$ cat src/rtl/irqc_pkg.sv
package irqc_pkg;
  localparam int IRQC_LINES = 8;
  localparam int IRQC_IDX_W = $clog2(IRQC_LINES);

  typedef enum logic [1:0] {
    STEP_MASK = 2'd0,
    STEP_BASE = 2'd1,
    STEP_CASC = 2'd2,
    STEP_MODE = 2'd3
  } initStep_t;

  typedef struct packed {
    logic maskWr;
    logic baseWr;
    logic eoiSpec;
    logic eoiNonSpec;
    logic [IRQC_IDX_W-1:0] eoiLine;
  } ctrlStrobes_t;

  typedef struct packed {
    logic specialMask;
    logic autoEoi;
    logic readIsr;
  } ctrlModes_t;
endpackage

$ cat src/rtl/irqc_ctrl.sv
module irqc_ctrl
  import irqc_pkg::*;
(
  input  logic         clk,
  input  logic         rst_n,
  input  logic         wrEn,
  input  logic         addrSel,
  input  logic [6:0]   ctlBits,
  output ctrlStrobes_t strobes,
  output ctrlModes_t   modes
);
  initStep_t step;
  logic singleMode;
  logic wantModeWord;

  logic cmdWr, dataWr, isInit, isSel, isEoi;
  assign cmdWr  = wrEn & ~addrSel;
  assign dataWr = wrEn & addrSel;
  assign isInit = cmdWr & ctlBits[4];
  assign isSel  = cmdWr & ~ctlBits[4] & ctlBits[3];
  assign isEoi  = cmdWr & ~ctlBits[4] & ~ctlBits[3] & ctlBits[5];

  always_comb begin
    strobes.maskWr     = dataWr && (step == STEP_MASK);
    strobes.baseWr     = dataWr && (step == STEP_BASE);
    strobes.eoiSpec    = isEoi & ctlBits[6];
    strobes.eoiNonSpec = isEoi & ~ctlBits[6];
    strobes.eoiLine    = ctlBits[IRQC_IDX_W-1:0];
  end

  always_ff @(posedge clk) begin
    if (!rst_n) begin
      step         <= STEP_MASK;
      singleMode   <= 1'b0;
      wantModeWord <= 1'b0;
      modes        <= '0;
    end else begin
      if (isInit) begin
        singleMode   <= ctlBits[1];
        wantModeWord <= ctlBits[0];
        step         <= STEP_BASE;
      end else if (dataWr) begin
        case (step)
          STEP_BASE: begin
            if (!singleMode)       step <= STEP_CASC;
            else if (wantModeWord) step <= STEP_MODE;
            else                   step <= STEP_MASK;
          end
          STEP_CASC: step <= wantModeWord ? STEP_MODE : STEP_MASK;
          STEP_MODE: begin
            modes.autoEoi <= ctlBits[1];
            step          <= STEP_MASK;
          end
          default: step <= STEP_MASK;
        endcase
      end
      if (isSel) begin
        if (ctlBits[1]) modes.readIsr     <= ctlBits[0];
        if (ctlBits[6]) modes.specialMask <= ctlBits[5];
      end
    end
  end
endmodule

$ cat src/rtl/irqc_dpath.sv
module irqc_dpath
  import irqc_pkg::*;
#(
  parameter int NUM_LINES = IRQC_LINES,
  localparam int IDX_W = $clog2(NUM_LINES)
)(
  input  logic                 clk,
  input  logic                 rst_n,
  input  logic [NUM_LINES-1:0] irqLines,
  input  logic                 ackStrobe,
  input  logic [NUM_LINES-1:0] wrByte,
  input  ctrlStrobes_t         strobes,
  input  ctrlModes_t           modes,
  output logic [NUM_LINES-1:0] irrQ,
  output logic [NUM_LINES-1:0] isrQ,
  output logic [NUM_LINES-1:0] imrQ,
  output logic                 intPending,
  output logic                 vecValid,
  output logic [NUM_LINES-1:0] vecOut,
  output logic [IDX_W-1:0]     ackLine
);
  logic [NUM_LINES-1:0] linesPrev;
  logic [NUM_LINES-1:0] baseQ;
  logic [NUM_LINES-1:0] prioMask, eligible, ackOneHot, eoiClr;
  logic [IDX_W-1:0]     selLine;

  // lines strictly above the lowest-numbered in-service line
  always_comb begin
    logic seen;
    seen = 1'b0;
    for (int i = 0; i < NUM_LINES; i++) begin
      seen        = seen | isrQ[i];
      prioMask[i] = ~seen;
    end
  end

  assign eligible   = irrQ & ~imrQ & ~isrQ &
                      (modes.specialMask ? {NUM_LINES{1'b1}} : prioMask);
  assign intPending = |eligible;

  always_comb begin
    selLine = '0;
    for (int i = NUM_LINES - 1; i >= 0; i--)
      if (eligible[i]) selLine = IDX_W'(i);
  end

  assign ackOneHot = (ackStrobe && intPending) ? (NUM_LINES'(1) << selLine) : '0;

  always_comb begin
    eoiClr = '0;
    if (strobes.eoiSpec)         eoiClr = NUM_LINES'(1) << strobes.eoiLine;
    else if (strobes.eoiNonSpec) eoiClr = isrQ & (~isrQ + NUM_LINES'(1));
  end

  always_ff @(posedge clk) begin
    if (!rst_n) begin
      linesPrev <= '0;
      irrQ      <= '0;
      isrQ      <= '0;
      imrQ      <= '1;
      baseQ     <= '0;
      vecValid  <= 1'b0;
      vecOut    <= '0;
      ackLine   <= '0;
    end else begin
      linesPrev <= irqLines;
      irrQ      <= ((irrQ & ~ackOneHot) | (irqLines & ~linesPrev)) & irqLines;
      isrQ      <= (isrQ & ~eoiClr) | (modes.autoEoi ? '0 : ackOneHot);
      if (strobes.maskWr) imrQ  <= wrByte;
      if (strobes.baseWr) baseQ <= {wrByte[NUM_LINES-1:IDX_W], {IDX_W{1'b0}}};
      vecValid <= |ackOneHot;
      if (|ackOneHot) begin
        vecOut  <= baseQ | NUM_LINES'(selLine);
        ackLine <= selLine;
      end
    end
  end
endmodule

$ cat src/rtl/irqc_top.sv
module irqc_top
  import irqc_pkg::*;
#(
  parameter int NUM_LINES = IRQC_LINES,
  localparam int IDX_W = $clog2(NUM_LINES)
)(
  input  logic                 clk,
  input  logic                 rst_n,
  input  logic                 wrEn,
  input  logic                 addrSel,
  input  logic [NUM_LINES-1:0] wrData,
  output logic [NUM_LINES-1:0] rdData,
  input  logic [NUM_LINES-1:0] irqLines,
  output logic                 intPending,
  input  logic                 ackStrobe,
  output logic                 vecValid,
  output logic [NUM_LINES-1:0] vecOut,
  output logic [IDX_W-1:0]     ackLine
);
  ctrlStrobes_t strobes;
  ctrlModes_t   modes;
  logic [NUM_LINES-1:0] irrQ, isrQ, imrQ;
  logic autoEoiMode;

  assign autoEoiMode = modes.autoEoi;

  irqc_ctrl u_ctrl (
    .clk(clk), .rst_n(rst_n), .wrEn(wrEn), .addrSel(addrSel),
    .ctlBits(wrData[6:0]), .strobes(strobes), .modes(modes)
  );

  irqc_dpath #(.NUM_LINES(NUM_LINES)) u_dpath (
    .clk(clk), .rst_n(rst_n), .irqLines(irqLines), .ackStrobe(ackStrobe),
    .wrByte(wrData), .strobes(strobes), .modes(modes),
    .irrQ(irrQ), .isrQ(isrQ), .imrQ(imrQ), .intPending(intPending),
    .vecValid(vecValid), .vecOut(vecOut), .ackLine(ackLine)
  );

  assign rdData = addrSel ? imrQ : (modes.readIsr ? isrQ : irrQ);
endmodule

$ cat config.mk
export PLATFORM = sky130hd
export DESIGN_NAME = irqc_top
export DESIGN_NICKNAME = d
export VERILOG_FILES = /design/src/rtl/irqc_pkg.sv /design/src/rtl/irqc_ctrl.sv /design/src/rtl/irqc_dpath.sv /design/src/rtl/irqc_top.sv
export SDC_FILE = /design/constraint.sdc
export NUM_CORES = 1
export LEC_CHECK = 0
export BUFFER_PORTS_ARGS = -buffer_cell sky130_fd_sc_hd__buf_2
export CAP_MARGIN = 20
export CORE_MARGIN = 1
export CORE_UTILIZATION = 55
export DETAILED_ROUTE_END_ITERATION = 10
export PLACE_DENSITY = 0.87
export SLEW_MARGIN = 20
export SYNTH_ARGS = -nofsm -noshare
export SYNTH_HDL_FRONTEND = slang
export SYNTH_SLANG_ARGS = --single-unit
$ cat constraint.sdc
create_clock -name clk -period 2.4 [get_ports clk]
set_clock_uncertainty 0.05 [all_clocks]
set_input_delay 0.12 -clock clk [delete_from_list [all_inputs] [get_ports clk]]
set_output_delay 0.12 -clock clk [all_outputs]
set_load 0.03 [all_outputs]
-- Yosys cells after proc, flatten, opt, wreduce, memory -nomap -nowiden
Cells that the tools add are included.
Widths: inputs -> output; s select.
- add/subtract/negate cells: 1
- bitwise operators: 46
- shift operators: 2
- equal/unequal tests: 3
- reduce and logical (&&, ||, !) cells: 11
- mux-type cells: 20
- operators by type and width (operator ; count):
    $and 8x8->8 ; 8
    $mux 8 ; 7
    $not 8->8 ; 5
    $mux 3 ; 8
    $or 8x8->8 ; 2
    $reduce_or 8->1 ; 2
    $shl 1x3->8 const A ; 2
    $not 1->1 ; 14
    $and 1x1->1 ; 9
    $add 8x1->8 const B ; 1
    $or 8x3->8 ; 1
    $or 1x1->1 ; 7
    $eq 2x2->1 const B ; 2
    $mux 2 ; 2
    $pmux 2 s2 ; 1
    $reduce_and 2->1 ; 2
    $logic_and 1x1->1 ; 3
    $reduce_and 3->1 ; 1
    $eq 2x1->1 const B ; 1
    $logic_not 2->1 ; 1
    $mux 1 ; 2
    $reduce_bool 2->1 ; 1
    $reduce_or 2->1 ; 1
- output and inout bits: 21
- register bits after elaboration: 56
- word-level logic and storage cells: 98
- input port bits: 21

-- Logic depth before layout (Yosys ltp)
Gate-level depths: netlist (run 1).
- depth in word-level cells: 24
- mapped depth: 6
- mapped depth without buffers: 6

-- Hierarchy
A second synthesis (run 1) with hierarchy kept.
- cell total of the unflattened synthesis: 297
- area, all modules: 2685.1 sq um
- by module, submodules not included (module ; seq. area each (sq um) ; instances ; cells an instance ; area an instance (sq um)):
    irqc_dpath ; 920.9 ; 1 ; 222 ; 2063.2
    irqc_ctrl ; 140.1 ; 1 ; 49 ; 449.2
    irqc_top ; 0.0 ; 1 ; 26 ; 172.7

-- Least setup slack after synthesis (run 1)
No wires, ideal clock.
- path type: register to register
- from: register u_dpath.isrQ[2]
- to: register u_dpath.isrQ[7]
- buffers on the path: 0
- clock period less this slack: 1.948 ns
- slack: 0.452 ns
- arrival: 1.809 ns
- library setup time: 0.088 ns
- required time: 2.262 ns
- cell stages (with the launch flop): 6
- cells stage by stage: dfxtp_1 -> nor4_4 -> a21oi_2 -> or2_0 -> or4_4 -> o32ai_2
- cells in the longest elaborated chain, start to end: 21
- elaborated cells between the ends (all ways): 36
- classes of those cells: add/sub: 1; shift: 1; mux: 13; bitwise: 19; reduce/logical: 2
- RTL lines (what ; RTL line ; RTL):
    from (decl) ; irqc_dpath.sv:15 ; output logic [NUM_LINES-1:0] isrQ,
    from (signal assigned) ; irqc_dpath.sv:68 ; isrQ <= (isrQ & ~eoiClr) | (modes.autoEoi ? '0 : ackOneHot);
    $or 1x1->1 (6 in a row) ; irqc_dpath.sv:32 ; seen = seen | isrQ[i];
    $not 1->1 ; irqc_dpath.sv:33 ; prioMask[i] = ~seen;
    $mux 8 ; irqc_dpath.sv:38 ; (modes.specialMask ? {NUM_LINES{1'b1}} : prioMask);
    $and 8x8->8 ; irqc_dpath.sv:37 ; assign eligible = irrQ & ~imrQ & ~isrQ &
    $mux 3 (8 in a row) ; irqc_dpath.sv:44 ; if (eligible[i]) selLine = IDX_W'(i);
    $shl 1x3->8 ; irqc_dpath.sv:47 ; assign ackOneHot = (ackStrobe && intPending) ? (NUM_LINES'(1) << selLine) : '0;
    $mux 8 ; irqc_dpath.sv:47 ;
    $mux 8 ; irqc_dpath.sv:68 ;
    $or 8x8->8 (*) ; irqc_dpath.sv:68 ;
Every way passes the cells marked *; elsewhere a longest branch is shown, timed or not.
A chain may end at the register's enable or synchronous reset.

-- Worst setup path in the final report (run 1)
- from: register u_dpath.isrQ[0]
- to: register u_dpath.isrQ[7]
- cells in the longest elaborated chain, start to end: 22
- elaborated cells between the ends (all ways): 39
- classes of those cells: add/sub: 1; shift: 1; mux: 13; bitwise: 22; reduce/logical: 2
- RTL lines (what ; RTL line):
    $or 1x1->1 (7 in a row) ; irqc_dpath.sv:32
    $not 1->1 ; irqc_dpath.sv:33
    $mux 8 ; irqc_dpath.sv:38
    $and 8x8->8 ; irqc_dpath.sv:37
    $mux 3 (8 in a row) ; irqc_dpath.sv:44
    $shl 1x3->8 ; irqc_dpath.sv:47
    $mux 8 ; irqc_dpath.sv:47
    $mux 8 ; irqc_dpath.sv:68
    $or 8x8->8 (*) ; irqc_dpath.sv:68
Marks and branches as above.

==> results_dict.tcl, run 1 <==
set metrics [dict create \
    num_vias 2483 \
    fmax_mhz 458.5 \
    synth_area_um2 2621 \
    critical_path_cell_count 5 \
    grt_pass1_vias 2301 \
    drtPass1Iterations 8 \
    synth-simple-area-share 0.2554 \
    avgSynthCellArea_um2 8.401 \
    final_core_util 0.6753 \
    switching_share 0.3000 \
    intPower_w 0.001238 \
    grt_pass1_wl_um 10980 \
    synth_cells 312 \
    drc_errors 1 \
    gr-usage-all-layers 0.2762 \
    wl_per_cell_um 15.92 \
    power_frac_comb 0.160 \
    path_cells "nor4_4 -> o211ai_1 -> nand2_1 -> or4_4 -> o32ai_2" \
    ir_worst_vdd_mv 0.4650 \
    ys_warn_count 0 \
    synth_top_family_by_area "simple AND/OR/NAND/NOR gates" \
    start_util 0.5859 \
    maxCapViolations 0 \
    numPortBuffers 41 \
    cts_root_buf "clkbuf_8" \
    crit_family "simple AND/OR/NAND/NOR gates" \
    worstPathMaxFanout 9 \
    path_class "register to register" \
    clock-sinks 53 \
    violations "design-rule violations" \
    power.density_nw_per_um2 585.1 \
    worst_pin_slew_ns 0.5287 \
    endpoint_kind "register" \
    synth.mux.area_fraction 0.09212 \
    p_clk_frac 0.304 \
    cp.arrival_ns 2.36 \
    drt_iter0_drc 230 \
    synth-compound-area-share 0.1847 \
    pwr-share-seq 0.536 \
    clk_pin_slew_worst_paths_ns 0.11 \
    ys.flop_type "dfxtp_1" \
    setup_tns_ns 0 \
    hold_viol 0 \
    cp_slowest_cell "dfxtp_1" \
    synth_edf_count 0 \
    synthAdderAreaFrac 0.01909 \
    period_share 0.9088 \
    yosysSeqAreaShare 0.4048 \
    synthToLayoutAreaGrowth_pct 15.27 \
    die_w_um 71.04 \
    fin_crit_ns 2.181 \
    required_ns 2.58 \
    power.switching_w 0.0005304 \
    clock_latency_ns 0.32 \
    ff2ff_path_depth 5 \
    holdWs_ns 0.006329 \
    synth_fp_nets 337 \
    rows 24 \
    cpPeakStageDelay_ns 0.56 \
    synth_seq_cells 53 \
    antenna_found_initial 0 \
    cts_max_level 2 \
    drv_slew 0 \
    grt_overflow 0 \
    cp_num_buf_inv 0 \
    die_area_um2 5046 \
    finalWeightedCongestion 0.8862 \
    cts_resized 0 \
    die_y_um 71.04 \
    worstHoldPathType "input port to register" \
    nets 380 \
    io_pins 42 \
    antenna_cells 0 \
    hpwl_um 4633 \
    leakage_nw 1.305 \
    cts_tree "done" \
    grt_max_degree 39 \
    ant_nets 0 \
    setup_viol 0 \
    viasPerCell 6.086 \
    ys_types 50 \
    clockBufferDepth 2 \
    ys_async_sr_fraction 0 \
    startpoint_type "register" \
    status "finished, violations left" \
    core_um2 4474 \
    fill_cells 363 \
    drive_above_1_share 0.1798 \
    cts_buffers 5 \
    routed_wirelength_um 6495 \
    min_path_cells 3 \
    rsz0062_at_grt "false" \
    relSlewSlack 0.6470 \
    synth_xor_area_frac 0 \
]
what timing repair did:
item / 4_1_cts / 5_1_grt
buffers inserted: 0 / 0
endpoints found under the hold margin: 8 / 0
hold buffers: 8 / 0
flip-flops by register name, summed over array words and instances, names as in the netlist:
signal	flops
u_dpath.vecOut	6
u_dpath.vecValid	1
u_ctrl.wantModeWord	1
u_dpath.isrQ	8
u_ctrl.modes	3
u_dpath.irrQ	8
u_dpath.imrQ	8
u_ctrl.singleMode	1
u_ctrl.step	2
u_dpath.linesPrev	8
u_dpath.baseQ	5
u_dpath.ackLine	2
routing by layer:
layer  up-vias  wire length (µm)  global-route usage  part of all wire
met5         -                 0                   0                 0
met4         0                88             0.08222             0.014
met3        11               382             0.04843             0.059
met2       103              3076              0.4605              0.47
met1      1155              2948              0.3677              0.45
li1       1214                 -                   -                 -
placed cells by master (no fill, tap or decap), types with 8 or more instances in the layout:
master | netlist | layout
nand2_1 | 47 | 47
nand3_1 | 16 | 16
a31oi_1 | 9 | 9
nor2_1 | 25 | 25
dlygate4sd3_1 | 0 | 8
o211ai_1 | 8 | 8
buf_2 | 1 | 41
mux2i_1 | 23 | 23
a21oi_1 | 8 | 8
and2_1 | 8 | 8
o21ai_0 | 18 | 18
dfxtp_1 | 53 | 53
inv_1 | 10 | 10
metrics by stage:
| stage | power (W) | instance area [µm²] | instances | setup WS (ns) |
|---|---|---|---|---|
| 2_1_floorplan | 0.001147 | 2621 | 312 | 0.4525 |
| 3_3_place_gp | 0.001226 | 2844 | 392 | 0.3045 |
| 3_5_place_dp | 0.001233 | 2844 | 392 | 0.2836 |
| 4_1_cts | 0.001771 | 3022 | 408 | 0.2723 |
| 5_1_grt | 0.001849 | 3022 | 408 | 0.09859 |
| 6_report | 0.001768 | 3022 | 408 | 0.2188 |
cell type report:
class	instances	area (µm²)	share of cell area
Tap cell	52	65.06	0.02153
Inverter	10	37.54	0.01242
Multi-Input combinational cell	232	1445	0.4783
Clock buffer	5	68.82	0.02277
Clock inverter	3	28.78	0.009524
Timing Repair Buffer	53	315.3	0.1043
Sequential cell	53	1061	0.3511
Yosys cell counts (2+ instances only):
master / count / area, µm²
dfxtp_1: 53 / 1061
nand2_1: 47 / 176.4
nor2_1: 25 / 93.84
mux2i_1: 23 / 230.2
o21ai_0: 18 / 90.09
nand3_1: 16 / 80.08
clkbuf_1: 12 / 45.04
inv_1: 10 / 37.54
a31oi_1: 9 / 56.30
a21oi_1: 8 / 40.04
and2_1: 8 / 50.05
o211ai_1: 8 / 60.06
nand2b_1: 6 / 37.54
nor3_1: 6 / 30.03
o22ai_1: 6 / 37.54
ha_1: 4 / 50.05
nor3b_1: 4 / 30.03
buf_4: 3 / 22.52
o211a_1: 3 / 30.03
or3_1: 3 / 18.77
or3b_2: 3 / 26.28
a21boi_0: 2 / 15.01
a21oi_2: 2 / 17.52
and3_1: 2 / 12.51
nand3b_1: 2 / 15.01
nor2b_1: 2 / 12.51
nor4_1: 2 / 12.51
o2111ai_1: 2 / 17.52
o31ai_1: 2 / 15.01
cell families after synthesis:
| kind of cell | count (synthesis) |
|---|---|
| adders and majority gates | 4 |
| DFF | 53 |
| buffers and inverters | 27 |
| AOI/OAI and AO/OA | 71 |
| and+or+nand+nor | 133 |
| muxes | 24 |
power groups by stage:
| stage | logic, W | clock network [W] | registers (W) |
|---|---|---|---|
| global placement | 0.000261 | 0 | 0.000965 |
| floorplan | 0.000184 | 0 | 0.000962 |
| global route | 0.000308 | 0.000589 | 0.000952 |
| CTS | 0.000278 | 0.000547 | 0.000947 |
| finish | 0.000282 | 0.000538 | 0.000948 |
| detailed placement | 0.000266 | 0 | 0.000967 |
worst min-delay path, cell delays in order:
cell and delay [ns]:
buf_2 0.11, nand2_1 0.05, nand3_1 0.07
worst paths after layout:
path	startpoint	end	slack [ns]
worst max-delay path	u_dpath.isrQ[0]$_SDFF_PN0_	u_dpath.isrQ[7]$_SDFF_PN0_	0.22
worst min-delay path	wrData[7]	u_dpath.imrQ[7]$_SDFFE_PN1P_	0.006
worst max register to register	u_dpath.isrQ[0]$_SDFF_PN0_	u_dpath.isrQ[7]$_SDFF_PN0_	0.22
worst min register to register	u_dpath.linesPrev[0]$_SDFF_PN0_	u_dpath.irrQ[0]$_SDFF_PN0_	0.36
Note: power is estimated with default switching activity, not from simulation.
==> run 2, diff against run 1 <==
Settings changed: BUFFER_PORTS_ARGS -buffer_cell sky130_fd_sc_hd__buf_2 to -buffer_cell sky130_fd_sc_hd__clkbuf_2.
==> results_dict.tcl, run 2 (synthesized netlist as in run 1, its figures left out) <==
set metrics [dict create \
    startpoint_type "register" \
    cts_max_level 2 \
    fin_crit_ns 2.244 \
    period_share 0.9349 \
    core_um2 4474 \
    die_y_um 71.04 \
    worstHoldPathType "input port to register" \
    maxCapViolations 0 \
    io_pins 42 \
    power.density_nw_per_um2 588.9 \
    fmax_mhz 445.7 \
    start_util 0.5859 \
    layout.cells.non_filler 407 \
    drive_above_1_share 0.1775 \
    die_area_um2 5046 \
    num_vias 2568 \
    rsz0062_at_grt "false" \
    clk_pin_slew_worst_paths_ns 0.11 \
    setup_tns_ns 0 \
    rows 24 \
    clock_latency_ns 0.32 \
    drt_iter0_drc 255 \
    cts_root_buf "clkbuf_8" \
    wl_per_cell_um 16.57 \
    cts_tree "done" \
    endpoint_kind "output pin" \
    drtPass1Iterations 8 \
    grt_overflow 0 \
    violations "design-rule violations" \
    cts_buffers 5 \
    antenna_cells 0 \
    worst_pin_slew_ns 0.5432 \
    antenna_found_initial 0 \
    gr-usage-all-layers 0.2829 \
    hpwl_um 4784 \
    final_cell_mix "dfxtp_1, nand2_1, clkbuf_2" \
    layout_commonest_cell "dfxtp_1" \
    grt_pass1_vias 2447 \
    ant_nets 0 \
    drv_slew 0 \
    leakage_nw 1.289 \
    required_ns 2.23 \
    finalWeightedCongestion 0.8973 \
    synthToLayoutAreaGrowth_pct 14.84 \
    setup_viol 0 \
    hold_viol 0 \
    nets 379 \
    worstPathMaxFanout 9 \
    die_w_um 71.04 \
    grt_max_degree 39 \
    viasPerCell 6.310 \
    cts_resized 0 \
    relSlewSlack 0.6375 \
    clock-sinks 53 \
    clockBufferDepth 2 \
    grt_pass1_wl_um 11220 \
    routed_wirelength_um 6743 \
    numPortBuffers 41 \
    drc_errors 2 \
    post-place-cells 391 \
    p_total_w 0.001773 \
    cts_setup_buffers 0 \
    cp.arrival_ns 2.07 \
    status "finished, violations left" \
    holdWs_ns 0.008165 \
    cts_hold_buf 8 \
    ir_worst_vdd_mv 0.3446 \
    path_class "register to output pin" \
]
## run 2: through the flow
step / util / instance area (µm²) / worst slack, ns
after global routing: 0.6728 / 3010 / 0.05953
after CTS: 0.6728 / 3010 / 0.2049
after floorplan: - / 2621 / 0.4525
after detailed placement: 0.6339 / 2836 / 0.2803
after global placement: 0.6339 / 2836 / 0.3227
final: 0.6728 / 3010 / 0.1563
## run 2: final cells by class
class                   instances  area [µm²]
fillers                       364        1464
multi-input cells             232        1445
flip-flops and latches         53        1061
repair buffers                 52       307.8
clock buffers                   5       68.82
well taps                      52       65.06
inverters                      10       37.54
clock inverters                 3       25.02
## run 2: where the power goes
group | total (W) | switching (W) | internal [W]
combinational | 0.000284 | 0.000181 | 0.000103
clock | 0.000541 | 0.000328 | 0.000213
sequential | 0.000947 | 0.0000333 | 0.000914
## run 2: final timing paths
check | start | endpoint | slack (ns) | depth (start not counted)
worst max-delay path | u_dpath.isrQ[0]$_SDFF_PN0_ | intPending | 0.16 | 5
worst min register to register | u_dpath.linesPrev[0]$_SDFF_PN0_ | u_dpath.irrQ[0]$_SDFF_PN0_ | 0.36 | 1
worst max register to register | u_dpath.isrQ[2]$_SDFF_PN0_ | u_dpath.ackLine[0]$_SDFFE_PN0P_ | 0.21 | 6
worst min-delay path | wrData[7] | u_dpath.imrQ[7]$_SDFFE_PN1P_ | 0.008 | 3
## run 2: per-layer routing
metal  vias up  part of all wire  track usage
met5         -                 0            0
met4         0             0.021       0.1222
met3        17             0.080      0.06410
met2       134              0.48       0.4573
met1      1216              0.42       0.3645
li1       1201                 -            -
## run 2: worst max-delay path, stage by stage (launching register included)
cell and delay (ns):
dfxtp_1 0.55, nor2b_1 0.28, o21ai_0 0.18, nor3_1 0.38
nand2_1 0.15, clkbuf_2 0.21
